## src/rtl/an_pkg.sv

```systemverilog
// Shared definitions for the speed/duplex resolver.
// Assumes the ability fields sit in bits 8..5 of a 16-bit word.
package an_pkg;
    localparam int WORD_W   = 16;
    localparam int ABIL_LO  = 5;
    localparam int N_MODES  = 4;
    localparam int MODE_W   = $clog2(N_MODES);

    // Index equals rank: larger index means higher priority.
    typedef enum logic [MODE_W-1:0] {
        M_10_HALF  = 2'd0,
        M_10_FULL  = 2'd1,
        M_100_HALF = 2'd2,
        M_100_FULL = 2'd3
    } mode_t;

    function automatic logic mode_is_100(mode_t m);
        return m[1];
    endfunction

    function automatic logic mode_is_full(mode_t m);
        return m[0];
    endfunction
endpackage

```

## src/rtl/an_prio_pick.sv

```systemverilog
// Picks the highest-ranked ability set in both words.
// Purely combinational; assumes ranking follows the bit index.
module an_prio_pick
    import an_pkg::*;
#(
    parameter int N = N_MODES,
    parameter int LO = ABIL_LO,
    parameter int W = WORD_W
) (
    input  logic [W-1:0] word_a,
    input  logic [W-1:0] word_b,
    output logic         found,
    output mode_t        pick
);
    localparam int HI = LO + N - 1;

    logic [N-1:0] common;
    assign common = word_a[HI:LO] & word_b[HI:LO];

    // Scan upward so the last hit is the highest rank.
    always_comb begin
        found = 1'b0;
        pick  = M_10_HALF;
        for (int i = 0; i < N; i++) begin
            if (common[i]) begin
                found = 1'b1;
                pick  = mode_t'(i);
            end
        end
    end
endmodule

```

## src/rtl/an_link_watch.sv

```systemverilog
// Watches the two link detectors: flags loss of any link and a
// simultaneous report from both. Assumes levels already synchronous.
module an_link_watch (
    input  logic clk,
    input  logic rst_n,
    input  logic link10,
    input  logic link100,
    output logic link_lost,
    output logic both_up
);
    logic prev_up;
    logic any_up;

    assign any_up    = link10 | link100;
    assign link_lost = prev_up & ~any_up;
    assign both_up   = link10 & link100;

    // Remember the combined link level of the previous cycle.
    always_ff @(posedge clk) begin
        if (!rst_n) prev_up <= 1'b0;
        else        prev_up <= any_up;
    end
endmodule

```

## src/rtl/an_resolve.sv

```systemverilog
// Speed and duplex resolution for a 10/100 PHY: negotiated, parallel
// detected or forced. Assumes page_rx is a one-cycle strobe and that
// all inputs are synchronous to clk.
module an_resolve
    import an_pkg::*;
#(
    parameter logic [WORD_W-1:0] PD100_WORD = 16'h0081,
    parameter logic [WORD_W-1:0] PD10_WORD  = 16'h0021
) (
    input  logic              clk,
    input  logic              rst_n,
    input  logic              ctrl_an_en,
    input  logic              ctrl_speed100,
    input  logic              ctrl_full_dup,
    input  logic              restart,
    input  logic [WORD_W-1:0] adv_word,
    input  logic [WORD_W-1:0] page_word,
    input  logic              page_rx,
    input  logic              link10_det,
    input  logic              link100_det,
    output logic [WORD_W-1:0] lp_word,
    output logic              mode_valid,
    output logic              mode_speed100,
    output logic              mode_full,
    output logic              an_complete,
    output logic              stat_speed10,
    output logic              stat_full,
    output logic              lp_an_able,
    output logic              pd_fault
);
    logic  found;
    mode_t pick;
    logic  link_lost;
    logic  both_up;
    logic  en_q;
    logic  done_q;
    logic  fault_q;
    logic  able_q;
    logic  valid_q;
    logic  spd_q;
    logic  full_q;
    logic [WORD_W-1:0] lp_q;
    logic  renegotiate;

    an_prio_pick u_pick (
        .word_a (adv_word),
        .word_b (page_word),
        .found  (found),
        .pick   (pick)
    );

    an_link_watch u_watch (
        .clk       (clk),
        .rst_n     (rst_n),
        .link10    (link10_det),
        .link100   (link100_det),
        .link_lost (link_lost),
        .both_up   (both_up)
    );

    assign renegotiate = restart | link_lost | ~en_q;

    // Track the enable so that turning it on restarts negotiation.
    always_ff @(posedge clk) begin
        if (!rst_n) en_q <= 1'b1;
        else        en_q <= ctrl_an_en;
    end

    // Main resolution state: forced, restart, page, parallel detect.
    always_ff @(posedge clk) begin
        if (!rst_n) begin
            done_q  <= 1'b0;
            fault_q <= 1'b0;
            able_q  <= 1'b0;
            valid_q <= 1'b0;
            spd_q   <= 1'b0;
            full_q  <= 1'b0;
            lp_q    <= '0;
        end else if (!ctrl_an_en) begin
            done_q  <= 1'b0;
            fault_q <= 1'b0;
            able_q  <= 1'b0;
            lp_q    <= '0;
            valid_q <= 1'b1;
            spd_q   <= ctrl_speed100;
            full_q  <= ctrl_full_dup;
        end else if (renegotiate) begin
            done_q  <= 1'b0;
            fault_q <= 1'b0;
            able_q  <= 1'b0;
            lp_q    <= '0;
            valid_q <= 1'b0;
            spd_q   <= 1'b0;
            full_q  <= 1'b0;
        end else if (!done_q && !fault_q) begin
            if (page_rx) begin
                lp_q   <= page_word;
                able_q <= 1'b1;
                if (found) begin
                    done_q  <= 1'b1;
                    valid_q <= 1'b1;
                    spd_q   <= mode_is_100(pick);
                    full_q  <= mode_is_full(pick);
                end
            end else if (both_up) begin
                fault_q <= 1'b1;
            end else if (link100_det) begin
                lp_q    <= PD100_WORD;
                able_q  <= 1'b0;
                done_q  <= 1'b1;
                valid_q <= 1'b1;
                spd_q   <= 1'b1;
                full_q  <= 1'b0;
            end else if (link10_det) begin
                lp_q    <= PD10_WORD;
                able_q  <= 1'b0;
                done_q  <= 1'b1;
                valid_q <= 1'b1;
                spd_q   <= 1'b0;
                full_q  <= 1'b0;
            end
        end
    end

    assign lp_word       = lp_q;
    assign mode_valid    = valid_q;
    assign mode_speed100 = spd_q;
    assign mode_full     = full_q;
    assign an_complete   = done_q;
    assign lp_an_able    = able_q;
    assign pd_fault      = fault_q;
    assign stat_speed10  = valid_q & ~spd_q;
    assign stat_full     = valid_q & full_q;

    AST_PD_WORD: assert property (@(posedge clk) disable iff (!rst_n)
        (an_complete && !lp_an_able) |-> (lp_word == PD100_WORD || lp_word == PD10_WORD));
    AST_FAULT_BLOCKS: assert property (@(posedge clk) disable iff (!rst_n)
        pd_fault |-> !an_complete);
    AST_FORCED_MODE: assert property (@(posedge clk) disable iff (!rst_n)
        ($past(rst_n) && !$past(ctrl_an_en)) |-> (mode_valid && !an_complete
            && mode_speed100 == $past(ctrl_speed100) && mode_full == $past(ctrl_full_dup)));
    AST_STATUS_QUIET: assert property (@(posedge clk) disable iff (!rst_n)
        !mode_valid |-> (!stat_speed10 && !stat_full));
    AST_RESTART_CLEARS: assert property (@(posedge clk) disable iff (!rst_n)
        restart |=> (!an_complete && !pd_fault));
    AST_DONE_HOLDS: assert property (@(posedge clk) disable iff (!rst_n)
        (an_complete && ctrl_an_en && !restart && !link_lost) |=> ($stable(lp_word) && an_complete));
endmodule

```

## config.mk

```make
export PLATFORM = sky130hd
export DESIGN_NAME = an_resolve
export DESIGN_NICKNAME = d
export VERILOG_FILES = /design/src/rtl/an_pkg.sv /design/src/rtl/an_prio_pick.sv /design/src/rtl/an_link_watch.sv /design/src/rtl/an_resolve.sv
export SDC_FILE = /design/constraint.sdc
export NUM_CORES = 1
export LEC_CHECK = 0
export BUFFER_PORTS_ARGS = -buffer_cell sky130_fd_sc_hd__buf_2
export CORE_MARGIN = 2
export CORE_UTILIZATION = 41
export CTS_CLUSTER_DIAMETER = 40
export DETAILED_ROUTE_END_ITERATION = 6
export PLACE_DENSITY = 0.89
export SYNTH_ARGS = -nofsm -noshare
export SYNTH_HDL_FRONTEND = slang
export SYNTH_SLANG_ARGS = --single-unit
```

## constraint.sdc

```tcl
create_clock -name clk -period 1.6 [get_ports clk]
set_clock_uncertainty 0.1 [all_clocks]
set_input_delay 0.32 -clock clk [delete_from_list [all_inputs] [get_ports clk]]
set_output_delay 0.32 -clock clk [all_outputs]
set_load 0.02 [all_outputs]
```

# Word-level counts from Yosys, hierarchy flattened
# Index checks and enable logic that the tools add are counted.
# word_totals
output_inout_bits	24
input_bits	41
reg_bits	24
# classes
mux	35
reduce_logical	9
bitwise	14
n_eq_ne	6
# ops
cell	count
$mux 16	4
$mux 1	29
$reduce_and 4->1	2
$not 1->1	6
$reduce_and 3->1	2
$ne 5x1->1 const B	1
$and 1x1->1	4
$and 4x4->4	1
$mux 2	2
$ne 4x2->1 const B	1
$ne 4x3->1 const B	1
$ne 3x1->1 const B	1
$or 1x1->1	3
$reduce_bool 3->1	1
$reduce_or 3->1	1
$logic_not 1->1	2
$ne 2x1->1 const B	1
$ne 2x2->1 const B	1
$logic_and 1x1->1	1

# Depth between registers and ports, before layout
# logic_depth
word_depth	10
mapped_depth	5
depth_no_buf	4

# Cells and area by module
# A second synthesis with hierarchy kept.
# unflattened
cells_unflattened	110
area_unflattened_um2	1077.3
# by_module_without_submodules
mod	area_per_inst_um2	cells_per_inst	n_inst
an_resolve	998.5	102	1
an_link_watch	46.3	4	1
an_prio_pick	32.5	4	1

# Worst setup path after synthesis
# Ideal clock, no wire load.
# synth_timing
path_kind	input -> register
from	input adv_word[5]
to	register valid_q (netlist: mode_valid)
path_stages	4
required_time_ns	1.378
path_slack_ns	0.211
t_arrival_ns	1.167
n_path_buf	0
path_cell_list	a22oi_1 nand4_1 and2_4 o311a_1
# synth_via
elab_chain_len	7
# synth_rtl
item	line	text
start, declared	an_resolve.sv:16	input logic [WORD_W-1:0] adv_word,
$and 4x4->4	an_prio_pick.sv:18	assign common = word_a[HI:LO] & word_b[HI:LO];
$mux 1 (4 in series)	an_prio_pick.sv:25	if (common[i]) begin
$ne 4x2->1 (no source line)	n/a	
$reduce_and 4->1 (no source line)	n/a	
end signal, assigned	an_resolve.sv:75	valid_q <= 1'b0;
end signal, assigned	an_resolve.sv:84	valid_q <= 1'b1;
end signal, assigned	an_resolve.sv:92	valid_q <= 1'b0;
end, declared	an_resolve.sv:39	logic valid_q;
# No other way between the ends.
# A chain may end at the register's enable or synchronous reset.

# Worst setup path after layout
# layout_timing
from	register valid_q (netlist: mode_valid)
to	output stat_speed10
# layout_via
elab_chain_len	1
# layout_rtl
item	line	text
$and 1x1->1	an_resolve.sv:132	assign stat_speed10 = valid_q & ~spd_q;
end, declared	an_resolve.sv:26	output logic stat_speed10,
# No other way between the ends.

==> metrics.txt <==
HP Class=in2reg; WHS Endpoint=en_q$_SDFF_PN1_; worst path required time=1.18 ns; clk sinks=24; Resized Gates After CTS=0; drt total wl=2480 µm; hold_buf cts=0; register area share after synthesis=0.459; vias in the first global route=921; die height=54.5 µm; worst r2r src=en_q$_SDFF_PN1_; first-pass GRT wire length=3930 µm; worst path cell trace=nor2b_1 -> buf_2; Slew HR=0.770; sequential share of power=0.541; Final Hold Viols=0; # Post-CTS Setup Buffers=0; DRC viols=0; outcome=finished clean; maximum vdd drop=0.000588 V; core area=0.00245 mm²; Slew Limit Fails=0; Switching Share=0.262; root buf cell=clkbuf_4; Num CTS Buffers=3; WS Path Type=reg2out; Critical path buffers and inverters=1; CTS tree=built; antenna cell count=0; CP max-delay cell=dfxtp_1; Peak Freq=703 MHz; Routed Antenna Nets=0; DP HPWL=1890 µm; Layout fillers=247; nets=222; flops & latches, synth=24; number of core rows=18; Cell Area, Synth=0.00105 mm²; fin crit period=1.42 ns; Layout area overhead=34.2%; biggest cell delay along the critical path=0.38 ns; port buffer count=52; gr usage total=0.186; antenna violations before repair=0; Max clock buf depth=2; worst hold stages=2; syn_nets=164; GR Overflow Total=0; post-synth cell types=32; max-cap viol count=0; Crit. End Element=primary output; path depth of the worst reg2reg path=4; Final GP Congestion=0.705; Post-synth EDFFs=0; share of total power in combinational logic=0.194; P_int=851 µW; Skew-Pair Late Insertion Delay=0.30 ns; crit share post-route=0.889; Vias/cell=5.02; switching power total=302 µW; r2r setup slk=0.28 ns; Worst setup SP type=flop; largest net degree at the start of global routing=16; Synth async-reset ratio=0; die footprint=0.00297 mm²; Die X=54.5 µm; layout cell share with drive strength beyond 1=0.400; 1st-iter DRT viols=16; Final TNS setup=0 ns; Yosys top cell by area=dfxtp_1; RR Endpoint=mode_speed100$_SDFFE_PN0P_; drt first pass iters=4; Synth Flop Type=dfxtp_1; Tightest Pin Transition=0.341 ns; final setup vio count=0; post-place setup slack=0.0631 ns; H-tree levels=1; final worst slack=0.178 ns; Arrival @ worst endpoint=1.00 ns; Avg WL per Cell=11.8 µm; top cells by area, synth=dfxtp_1 (46%), a21oi_1 (7.6%), nand2_1 (6.8%); clock network fraction of design power=0.265; Pwr Density=821 mW/mm²; worst hold start=rst_n; Syn Area/Cell=8.51 µm²; Starting Density=0.427; I/O Pins=65; unrepaired setup endpoints after global routing=false; Clock Pin Slew Worst Setup and Hold Paths=0.12 ns; Top Family by Delay on Critical Path=flip-flops; YS warnings=0; share of the synthesized area in the top cell type=0.459; via count=1055; Syn Inst Count=123; Leak=0.655 nW; Worst Path Max Fanout=4
cells in the mapped netlist, types with 2 or more instances:
master	count
and2_1	2
buf_6	2
o311a_1	2
nor2_1	5
nand2_2	2
nand2_1	19
a21oi_1	16
inv_1	3
nand4_1	3
o21ai_0	3
dfxtp_1	24
nor2b_1	4
o21a_1	2
nand3_1	14
buf_2	3
a31oi_1	2
a22oi_1	2
area by class of cell:
cell class | instances | area, µm² | share of cell area
inverter | 3 | 11.3 | 0.00801
timing repair buffer | 59 | 325 | 0.232
multi-input combinational | 90 | 514 | 0.366
clock buffer | 4 | 36.3 | 0.0258
tap | 30 | 37.5 | 0.0267
sequential | 24 | 480 | 0.342
power by group through the flow:
stage | clock network [mW] | logic, mW | registers, mW
3_5_place_dp | 0 | 0.225 | 0.638
3_3_place_gp | 0 | 0.221 | 0.637
2_1_floorplan | 0 | 0.118 | 0.655
4_1_cts | 0.318 | 0.225 | 0.625
6_report | 0.305 | 0.224 | 0.624
5_1_grt | 0.350 | 0.248 | 0.627
cells by family after synthesis:
| family | Yosys count | share of synthesized area |
|---|---|---|
| XOR/XNOR | 1 | 0.00836 |
| AND/OR/NAND/NOR | 57 | 0.284 |
| flip-flops | 24 | 0.459 |
| AO/OA/AOI/OAI | 32 | 0.198 |
| buffers and inverters | 9 | 0.0502 |
sequential cells by signal, summed over array words and instances (netlist names):
register	cells
lp_word	16
an_complete	1
en_q	1
lp_an_able	1
mode_full	1
mode_speed100	1
mode_valid	1
pd_fault	1
u_watch.prev_up	1
metrics by stage:
step | instances | power (mW) | util | hold slack, ns | area (µm²)
after global placement | 206 | 0.858 | 0.558 | 0.334 | 1370
final | 210 | 1.15 | 0.572 | 0.142 | 1410
after floorplan | 123 | 0.773 | - | 0.290 | 1050
after CTS | 210 | 1.17 | 0.572 | 0.131 | 1410
after detailed placement | 206 | 0.862 | 0.558 | 0.341 | 1370
after global routing | 210 | 1.23 | 0.572 | 0.123 | 1410
layout by cell type (no fill, tap or decap), types with 4 or more instances in the layout:
cell type / count
nand2_1: 19
buf_2: 52
buf_4: 6
nor2_1: 5
nor2b_1: 4
nand3_1: 14
a21oi_1: 16
dfxtp_1: 24
metal layers:
layer	track usage	routed length [µm]
met1	0.224	1060
met2	0.313	1200
met3	0.0328	162
met4	0.100	49
met5	0	0
worst max-delay path by stage:
stage,start,endpoint,slack (ns),cells past startpoint
floorplan,adv_word[5],mode_valid$_SDFFE_PN0P_,0.21,4
global placement,link100_det,mode_full$_SDFFE_PN0P_,0.08,5
detailed placement,link100_det,mode_full$_SDFFE_PN0P_,0.06,5
CTS,mode_valid$_SDFFE_PN0P_,stat_speed10,0.16,2
global route,mode_valid$_SDFFE_PN0P_,stat_speed10,0.11,2
finish,mode_valid$_SDFFE_PN0P_,stat_speed10,0.18,2
Power figures use the tool's default switching activity.
